File: src/rtl/dam_pkg.sv
package dam_pkg;
  typedef enum logic [1:0] {
    ST_IDLE  = 2'd0,
    ST_ROW   = 2'd1,
    ST_CWAIT = 2'd2,
    ST_COL   = 2'd3
  } dam_state_e;
endpackage

File: src/rtl/dam_seq.sv
module dam_seq #(
  parameter int ADDR_W = 10,
  parameter int BANK_W = 2
) (
  input  logic                      clk,
  input  logic                      rst_n,
  input  logic                      acc_req,
  input  logic                      rfsh_active,
  input  logic                      wr_in,
  input  logic                      cfg_wr_dly,
  input  logic [1:0]                cfg_mode,
  input  logic [ADDR_W-1:0]         row_in,
  input  logic [BANK_W-1:0]         bank_in,
  output dam_pkg::dam_state_e       st,
  output logic                      start,
  output logic [ADDR_W-1:0]         row_q,
  output logic [BANK_W-1:0]         bank_q,
  output logic [1:0]                mode_q,
  output logic                      wr_q
);
  import dam_pkg::*;

  dam_state_e st_q, st_d;

  assign start = (st_q == ST_IDLE) && acc_req && !rfsh_active;

  // next-state process
  always_comb begin
    st_d = st_q;
    unique case (st_q)
      ST_IDLE:  if (start) st_d = ST_ROW;
      ST_ROW: begin
        if (!acc_req)                st_d = ST_IDLE;
        else if (wr_q && cfg_wr_dly) st_d = ST_CWAIT;
        else                         st_d = ST_COL;
      end
      ST_CWAIT: st_d = acc_req ? ST_COL : ST_IDLE;
      ST_COL:   st_d = acc_req ? ST_COL : ST_IDLE;
      default:  st_d = ST_IDLE;
    endcase
  end

  always_ff @(posedge clk or negedge rst_n) begin
    if (!rst_n) st_q <= ST_IDLE;
    else        st_q <= st_d;
  end

  // capture registers, enabled at access start
  always_ff @(posedge clk or negedge rst_n) begin
    if (!rst_n) begin
      row_q  <= '0;
      bank_q <= '0;
      mode_q <= '0;
      wr_q   <= 1'b0;
    end else if (start) begin
      row_q  <= row_in;
      bank_q <= bank_in;
      mode_q <= cfg_mode;
      wr_q   <= wr_in;
    end
  end

  assign st = st_q;
endmodule

File: src/rtl/dam_col_ctr.sv
module dam_col_ctr #(
  parameter int ADDR_W = 10
) (
  input  logic              clk,
  input  logic              rst_n,
  input  logic              load,
  input  logic [ADDR_W-1:0] load_val,
  input  logic              step_en,
  output logic [ADDR_W-1:0] col_q
);
  logic [ADDR_W-1:0] col_d;
  logic              col_en;

  always_comb begin
    col_en = load | step_en;
    col_d  = load ? load_val : col_q + {{(ADDR_W-1){1'b0}}, 1'b1};
  end

  always_ff @(posedge clk or negedge rst_n) begin
    if (!rst_n)      col_q <= '0;
    else if (col_en) col_q <= col_d;
  end
endmodule

File: src/rtl/dam_strobe.sv
module dam_strobe #(
  parameter int LANES  = 4,
  parameter int BANK_W = 2
) (
  input  dam_pkg::dam_state_e st,
  input  logic [1:0]          mode_q,
  input  logic [BANK_W-1:0]   bank_q,
  input  logic [LANES-1:0]    lane_en,
  input  logic                rfsh_active,
  output logic [LANES-1:0]    ras_o,
  output logic [LANES-1:0]    cas_o
);
  import dam_pkg::*;

  logic [LANES-1:0] grp;

  always_comb begin
    for (int i = 0; i < LANES; i++) begin
      logic [BANK_W-1:0] idx;
      idx = BANK_W'(i);
      unique case (mode_q)
        2'd0:    grp[i] = (idx == bank_q);
        2'd1:    grp[i] = (idx[BANK_W-1] == bank_q[BANK_W-1]);
        2'd2:    grp[i] = 1'b1;
        default: grp[i] = (idx[0] == bank_q[0]);
      endcase
    end
  end

  always_comb begin
    if (st != ST_IDLE)   ras_o = grp;
    else if (rfsh_active) ras_o = '1;
    else                 ras_o = '0;
    cas_o = (st == ST_COL) ? (grp & lane_en) : '0;
  end
endmodule

File: src/rtl/dram_addr_mux.sv
module dram_addr_mux #(
  parameter  int ADDR_W = 10,
  parameter  int LANES  = 4,
  localparam int BANK_W = $clog2(LANES)
) (
  input  logic              clk,
  input  logic              rst_n,
  input  logic [1:0]        cfg_mode,
  input  logic              cfg_wr_dly,
  input  logic              acc_req,
  input  logic              wr_in,
  input  logic [ADDR_W-1:0] row_in,
  input  logic [ADDR_W-1:0] col_in,
  input  logic [BANK_W-1:0] bank_in,
  input  logic [LANES-1:0]  lane_en,
  input  logic              col_step,
  input  logic              rfsh_active,
  input  logic [ADDR_W-1:0] rfsh_addr,
  output logic [ADDR_W-1:0] q_addr,
  output logic [LANES-1:0]  ras_o,
  output logic [LANES-1:0]  cas_o,
  output logic              we_o
);
  import dam_pkg::*;

  // reset: asserted asynchronously, released through two flops
  logic rst_s1, rst_ok;
  always_ff @(posedge clk or negedge rst_n) begin
    if (!rst_n) begin
      rst_s1 <= 1'b0;
      rst_ok <= 1'b0;
    end else begin
      rst_s1 <= 1'b1;
      rst_ok <= rst_s1;
    end
  end

  dam_state_e        st;
  logic              start;
  logic [ADDR_W-1:0] row_q, col_q;
  logic [BANK_W-1:0] bank_q;
  logic [1:0]        mode_q;
  logic              wr_q;
  logic              col_phase;
  logic              step_en;

  dam_seq #(.ADDR_W(ADDR_W), .BANK_W(BANK_W)) u_seq (
    .clk(clk), .rst_n(rst_ok), .acc_req(acc_req), .rfsh_active(rfsh_active),
    .wr_in(wr_in), .cfg_wr_dly(cfg_wr_dly), .cfg_mode(cfg_mode),
    .row_in(row_in), .bank_in(bank_in), .st(st), .start(start),
    .row_q(row_q), .bank_q(bank_q), .mode_q(mode_q), .wr_q(wr_q)
  );

  assign col_phase = (st == ST_CWAIT) || (st == ST_COL);
  assign step_en   = col_phase && col_step && !rfsh_active;

  dam_col_ctr #(.ADDR_W(ADDR_W)) u_col (
    .clk(clk), .rst_n(rst_ok), .load(start), .load_val(col_in),
    .step_en(step_en), .col_q(col_q)
  );

  dam_strobe #(.LANES(LANES), .BANK_W(BANK_W)) u_stb (
    .st(st), .mode_q(mode_q), .bank_q(bank_q), .lane_en(lane_en),
    .rfsh_active(rfsh_active), .ras_o(ras_o), .cas_o(cas_o)
  );

  always_comb begin
    if (rfsh_active)    q_addr = rfsh_addr;
    else if (col_phase) q_addr = col_q;
    else                q_addr = row_q;
    we_o = (st != ST_IDLE) && wr_q;
  end
endmodule

File: config.mk
export PLATFORM = sky130hd
export DESIGN_NAME = dram_addr_mux
export DESIGN_NICKNAME = d
export VERILOG_FILES = /design/src/rtl/dam_pkg.sv /design/src/rtl/dam_seq.sv /design/src/rtl/dam_col_ctr.sv /design/src/rtl/dam_strobe.sv /design/src/rtl/dram_addr_mux.sv
export SDC_FILE = /design/constraint.sdc
export NUM_CORES = 1
export LEC_CHECK = 0
export BUFFER_PORTS_ARGS = -buffer_cell sky130_fd_sc_hd__buf_2
export CORE_ASPECT_RATIO = 1.4
export CORE_MARGIN = 2
export CORE_UTILIZATION = 45
export CTS_BUF_LIST = sky130_fd_sc_hd__clkbuf_4 sky130_fd_sc_hd__clkbuf_8
export DETAILED_ROUTE_END_ITERATION = 8
export PLACE_DENSITY_LB_ADDON = 0.15
export SYNTH_ARGS = -nofsm -noshare
export SYNTH_HDL_FRONTEND = slang
export SYNTH_SLANG_ARGS = --single-unit
File: constraint.sdc
create_clock -name clk -period 1.2 [get_ports clk]
set_input_delay 0.24 -clock clk [delete_from_list [all_inputs] [get_ports clk]]
set_output_delay 0.24 -clock clk [all_outputs]
set_load 0.01 [all_outputs]
# Word level (Yosys, flattened, before mapping)

Cells that the tools add are included.

Add/sub/neg operators: 1
Equality and inequality tests: 9
Mux-type cells: 15
Bitwise operators: 4
Reductions and logical operators: 13

Operators by type and width:

| kind                                                  | number |
|---|---|
| two-way mux 10 bit                                    | 3 |
| two-way mux 4 bit                                     | 3 |
| one-hot mux 1 bit (3 select lines)                    | 4 |
| adder 10 x 1 -> 10 bit, second input constant         | 1 |
| == test 2 bit, second input constant                  | 3 |
| logical AND 1 bit                                     | 6 |
| logical NOT 2 bit                                     | 3 |
| two-way mux 2 bit                                     | 3 |
| one-hot mux 2 bit (3 select lines)                    | 1 |
| AND 4 bit                                             | 1 |
| == test 2 x 1 -> 1 bit, second input constant         | 2 |
| == test 2 bit, first input constant                   | 2 |
| == test 1 x 2 -> 1 bit, first input constant          | 1 |
| inequality test 2 x 1 -> 1 bit, second input constant | 1 |
| NOT 1 bit                                             | 2 |
| nonzero test 2 bit                                    | 1 |
| OR reduction 2 bit                                    | 1 |
| logical NOT 1 bit                                     | 1 |
| logical OR 1 bit                                      | 1 |
| two-way mux 1 bit                                     | 1 |
| OR 1 bit                                              | 1 |

Register bits after elaboration: 29
Bits of input ports: 45
Output and inout bits: 19
Logic and storage cells: 50

# Logic depth before layout (Yosys ltp)

Depth in word-level cells: 5
Mapped depth: 6
Mapped depth without buffers: 5

# Cells and area by module

Synthesis repeated with hierarchy kept, for this count alone.

Cell total of the unflattened synthesis: 166
Area total of the unflattened synthesis: 1,666.6 um^2

Modules (own cells, without submodules):

| module        | times used | cells an instance | area each (um^2) | sequential area each (um^2) |
|---|---|---|---|---|
| dam_seq       | 1          | 38                | 660.6            | 425.4 |
| dam_col_ctr   | 1          | 61                | 566.8            | 250.2 |
| dram_addr_mux | 1          | 39                | 276.5            | 50.0 |
| dam_strobe    | 1          | 28                | 162.7            | 0.0 |

# Worst setup path before layout

OpenSTA, ideal clock, no wires.

Path kind: flip-flop to output port
From: reg u_seq.st_q[1] (netlist: u_seq.st[1])
To: out ras_o[0]
Data arrival time: 1.138 ns
Data required time: 0.960 ns
Slack: -0.178 ns
Cell stages (with the launch flop): 5
Buffers on the path: 2
Cell sequence: dfrtp_1 > buf_4 > buf_2 > o22ai_1 > o21ai_0

Word-level cells in the longest chain between the ends: 2

RTL lines:

| item                   | line                | source |
|---|---|---|
| start, declared        | dam_seq.sv:23       | `dam_state_e st_q, st_d;` |
| start signal, assigned | dam_seq.sv:45       | `else st_q <= st_d;` |
| nonzero test 2 bit     | dam_strobe.sv:31    | `if (st != ST_IDLE) ras_o = grp;` |
| two-way mux 4 bit      | dam_strobe.sv:31    |  |
| end, declared          | dram_addr_mux.sv:20 | `output logic [LANES-1:0] ras_o,` |

Every way passes these cells.

# Final worst setup path

From: reg u_seq.mode_q[1]
To: out ras_o[1]

Word-level cells in the longest chain between the ends: 3
Elaborated cells on any way between the ends: 5
Those cells by class: eq/ne (2); mux (2); reduce/logical (1)

RTL lines:

| item                                        | line             | source |
|---|---|---|
| start, declared                             | dam_seq.sv:18    | `output logic [1:0] mode_q,` |
| start signal, assigned                      | dam_seq.sv:58    | `mode_q <= cfg_mode;` |
| == test 2 bit, or another cell as far along | dam_strobe.sv:21 | `unique case (mode_q)` |
| one-hot mux 1 bit (3 select lines) *        | dam_strobe.sv:21 |  |
| two-way mux 4 bit *                         | dam_strobe.sv:31 |  |

Every way passes the cells marked *; elsewhere a longest branch is shown, timed or not.

==> impl_metrics.env <==
export IMPL_synth_nets=234
export IMPL_synth_area_leaders="dfrtp_1 (44%), nand2_1 (14%), mux2i_1 (6.7%)"
export IMPL_clockBufferDepth=2
export IMPL_drt_iter0_drc=15
export IMPL_crit_path_start_kind="flop"
export IMPL_finClkSkew_ns=0.00273
export IMPL_cts_buffers_inserted=5
export IMPL_port_buffers=63
export IMPL_whs_ns=0.156
export IMPL_fmax_ghz=0.623
export IMPL_track_usage_pct=25.1
export IMPL_finalHoldViolations=0
export IMPL_synth_cell_types=36
export IMPL_cap_violations=0
export IMPL_crit_buf_inv=2
export IMPL_synth_warnings=0
export IMPL_worstSetupPathType="reg -> out"
export IMPL_post_route_period_util_pct=134
export IMPL_vias=1684
export IMPL_setup_viol=44
export IMPL_status="finished, violations left"
export IMPL_use_met2_pct=43.4
export IMPL_syn2layout_area_growth_pct=60.4
export IMPL_cts_tree="built"
export IMPL_drt_drc_violations_left=0
export IMPL_grt_pass1_wl_um=7250
export IMPL_fin_crit_ns=1.61
export IMPL_ys_ff_latch=29
export IMPL_dr_pass1_iters=4
export IMPL_netlist_area_leader_share_pct=44.2
export IMPL_postRouteAntennaNets=0
export IMPL_core_sq_um=3580
export IMPL_gp_congestion=0.805
export IMPL_syn_inst=188
export IMPL_slowest_delay_ns=0.41
export IMPL_use_met3_pct=5.29
export IMPL_violations="setup timing"
export IMPL_cellPowerDensity_nw_per_um2=1410
export IMPL_hp_class="in -> reg"
export IMPL_rsz0062_at_grt="true"
export IMPL_dieArea_sq_um=4150
export IMPL_cp_depth=4
export IMPL_seq_area_frac_synth_pct=44.2
export IMPL_ios=64
export IMPL_clkTransAtPathRegs_ns=0.06
export IMPL_use_met1_pct=26.9
export IMPL_worstSkewPairLatency_ns=0.28
export IMPL_start_util_pct=45.9
export IMPL_required_ns=0.96
export IMPL_synth_top_area_cell="dfrtp_1"
export IMPL_ff2ff_path_depth=6
export IMPL_maxSlewViolCount=0
export IMPL_row_count=26
export IMPL_critPathTopFamily="flip-flops"
export IMPL_synth_area_sq_um=1640
export IMPL_cp_slowest_cell="dfrtp_1"
export IMPL_cp_cell_sequence="buf_4 > o22ai_1 > o21ai_2 > buf_2"
export IMPL_grt_pass1_vias=1656
export IMPL_grt_max_degree=28
export IMPL_wl_um=4590
export IMPL_hold_path_depth=3
export IMPL_clock_root_buffer="clkbuf_8"
export IMPL_grt_busiest_layer="met2"
export IMPL_die_w_um=55.0
export IMPL_leakage_nw=1.39
export IMPL_avgViaCountPerCell=5.12
export IMPL_dp_hpwl_um=3210
export IMPL_irDropWorstVdd_v=0.00112
export IMPL_cts_sinks=29
export IMPL_layout_cells_non_filler=329
export IMPL_placed_cells=310
export IMPL_final_nets=332
export IMPL_drive_above_1_share_pct=55.4
export IMPL_wl_per_cell_um=13.9
export IMPL_cts_htree_levels=2
export IMPL_setup_ws_ns=-0.405
export IMPL_antenna_found_initial=0
export IMPL_syn_area_per_cell_sq_um=8.73
export IMPL_cp_max_fo=3
export IMPL_diodes=0
export IMPL_fp_dieH_um=75.5
export IMPL_cp_arrival_ns=1.37
export IMPL_grt_overflow=0
export IMPL_end_kind="primary output"
[registers in the layout, indices dropped and copies added (netlist names)]
signal and count:
u_seq.wr_q 1, u_seq.bank_q 2, rst_s1 1, u_seq.mode_q 2, u_seq.row_q 10, u_seq.st 2, u_col.col_q 10, rst_ok 1
[logic make-up after synthesis]
family	synth area share, %
AOI/OAI and AO/OA	10.6
adders and majority gates	0.762
xor gates and xnor gates	4.80
and+or+nand+nor	28.9
other	0.228
DFF	44.2
buffers and inverters	3.81
muxes	6.71
[cell type report]
class | count | area (sq um)
Inverter | 3 | 11.3
Fill cell | 296 | 946
Clock buffer | 7 | 96.3
Sequential cell | 29 | 727
Tap cell | 42 | 52.6
Timing Repair Buffer | 100 | 681
Clock inverter | 1 | 5.00
Multi-Input combinational cell | 147 | 1060
[cells in the mapped netlist]
library cell  number
buf_2              5
and3_1             4
o21ai_1            1
nor2b_1            4
nand2_1           63
nor3_1             2
nor4_2             1
o21a_1             1
clkbuf_1           2
ha_1               1
dfrtp_1           29
nand3b_2           1
nor4_4             1
conb_1             1
buf_6              1
nor2_1             5
and2_1             1
nand3_1            3
a21oi_1            4
nand4b_1           1
nand4_1            2
xor2_1             2
and3b_1            1
mux2i_1           11
buf_4              1
a31oi_1            1
nand3b_4           1
xnor2_1            7
nor4b_4            1
o22ai_1            2
nand4_2            1
o21ai_0           21
inv_1              3
a221o_1            1
nand2b_1           1
a22oi_1            1
[through the flow]
stage / power [mW] / util [%] / TNS, ns / setup WS, ns / area [sq um]
after floorplan: 2.05 / - / -0.508 / -0.0762 / 1690
after global placement: 2.55 / 61.6 / -3.92 / -0.140 / 2200
after detailed placement: 2.58 / 61.6 / -4.60 / -0.170 / 2200
after CTS: 3.64 / 70.5 / -12.41 / -0.403 / 2520
after global routing: 3.93 / 73.6 / -17.29 / -0.478 / 2630
final: 3.70 / 73.6 / -14.11 / -0.405 / 2630
[path summary, 6_finish.rpt]
kind / startpoint / end / slack, ns
setup / recovery: u_seq.mode_q[1] / ras_o[1] / -0.41
setup reg to reg: u_seq.st[1] / u_col.col_q[7] / -0.34
hold reg to reg: rst_ok / u_seq.row_q[2] / 0.24
max in group asynchronous: rst_ok / u_seq.st[0] / 0.69
min in group asynchronous: rst_ok / u_seq.row_q[2] / 0.24
hold / removal: wr_in / u_seq.wr_q / 0.16
[worst min-delay path, stage by stage]
cell and delay (ns):
buf_2 0.08, nand2_2 0.04, nand2_1 0.04
[per-layer routing]
metal / share of wire [%] / routed length [um] / vias to the layer above
met5: 0 / 0 / -
met4: 3.4 / 155 / 0
met3: 5.1 / 232 / 12
met2: 54 / 2490 / 60
met1: 37 / 1710 / 787
li1: - / - / 825
[report_power, final]
group | total [mW] | switching (mW) | internal (mW)
combinational | 1.41 | 0.695 | 0.720
sequential | 1.41 | 0.203 | 1.20
clock | 0.881 | 0.364 | 0.517
[cells in the final DEF (no fill, tap or decap), types with 2 or more instances in the layout]
master / count
nand3b_4: 2
nand4_1: 2
nor3_2: 2
and3_1: 4
nor2b_1: 3
mux2i_1: 11
o21ai_1: 16
nand3_1: 3
inv_1: 3
buf_6: 10
o21ai_2: 6
xor2_1: 2
clkbuf_8: 7
dfrtp_1: 28
a21oi_2: 2
xnor2_1: 5
buf_4: 22
buf_2: 63
nand2_1: 35
nand2_4: 8
a21oi_1: 2
buf_8: 2
nor4_4: 2
nand2_2: 20
nor2_1: 4
xnor2_2: 2
[timing repair]
| action | in CTS | in global routing |
|---|---|---|
| endpoints found under the hold margin | 2 | 0 |
| setup buffers | 6 | 0 |
| setup endpoints to repair | 44 | 44 |
| gates cloned | 4 | 0 |
| hold buffers | 1 | 0 |
| pin swaps | 31 | 12 |
| resized for setup | 46 | 30 |
Power figures use the tool's default switching activity.
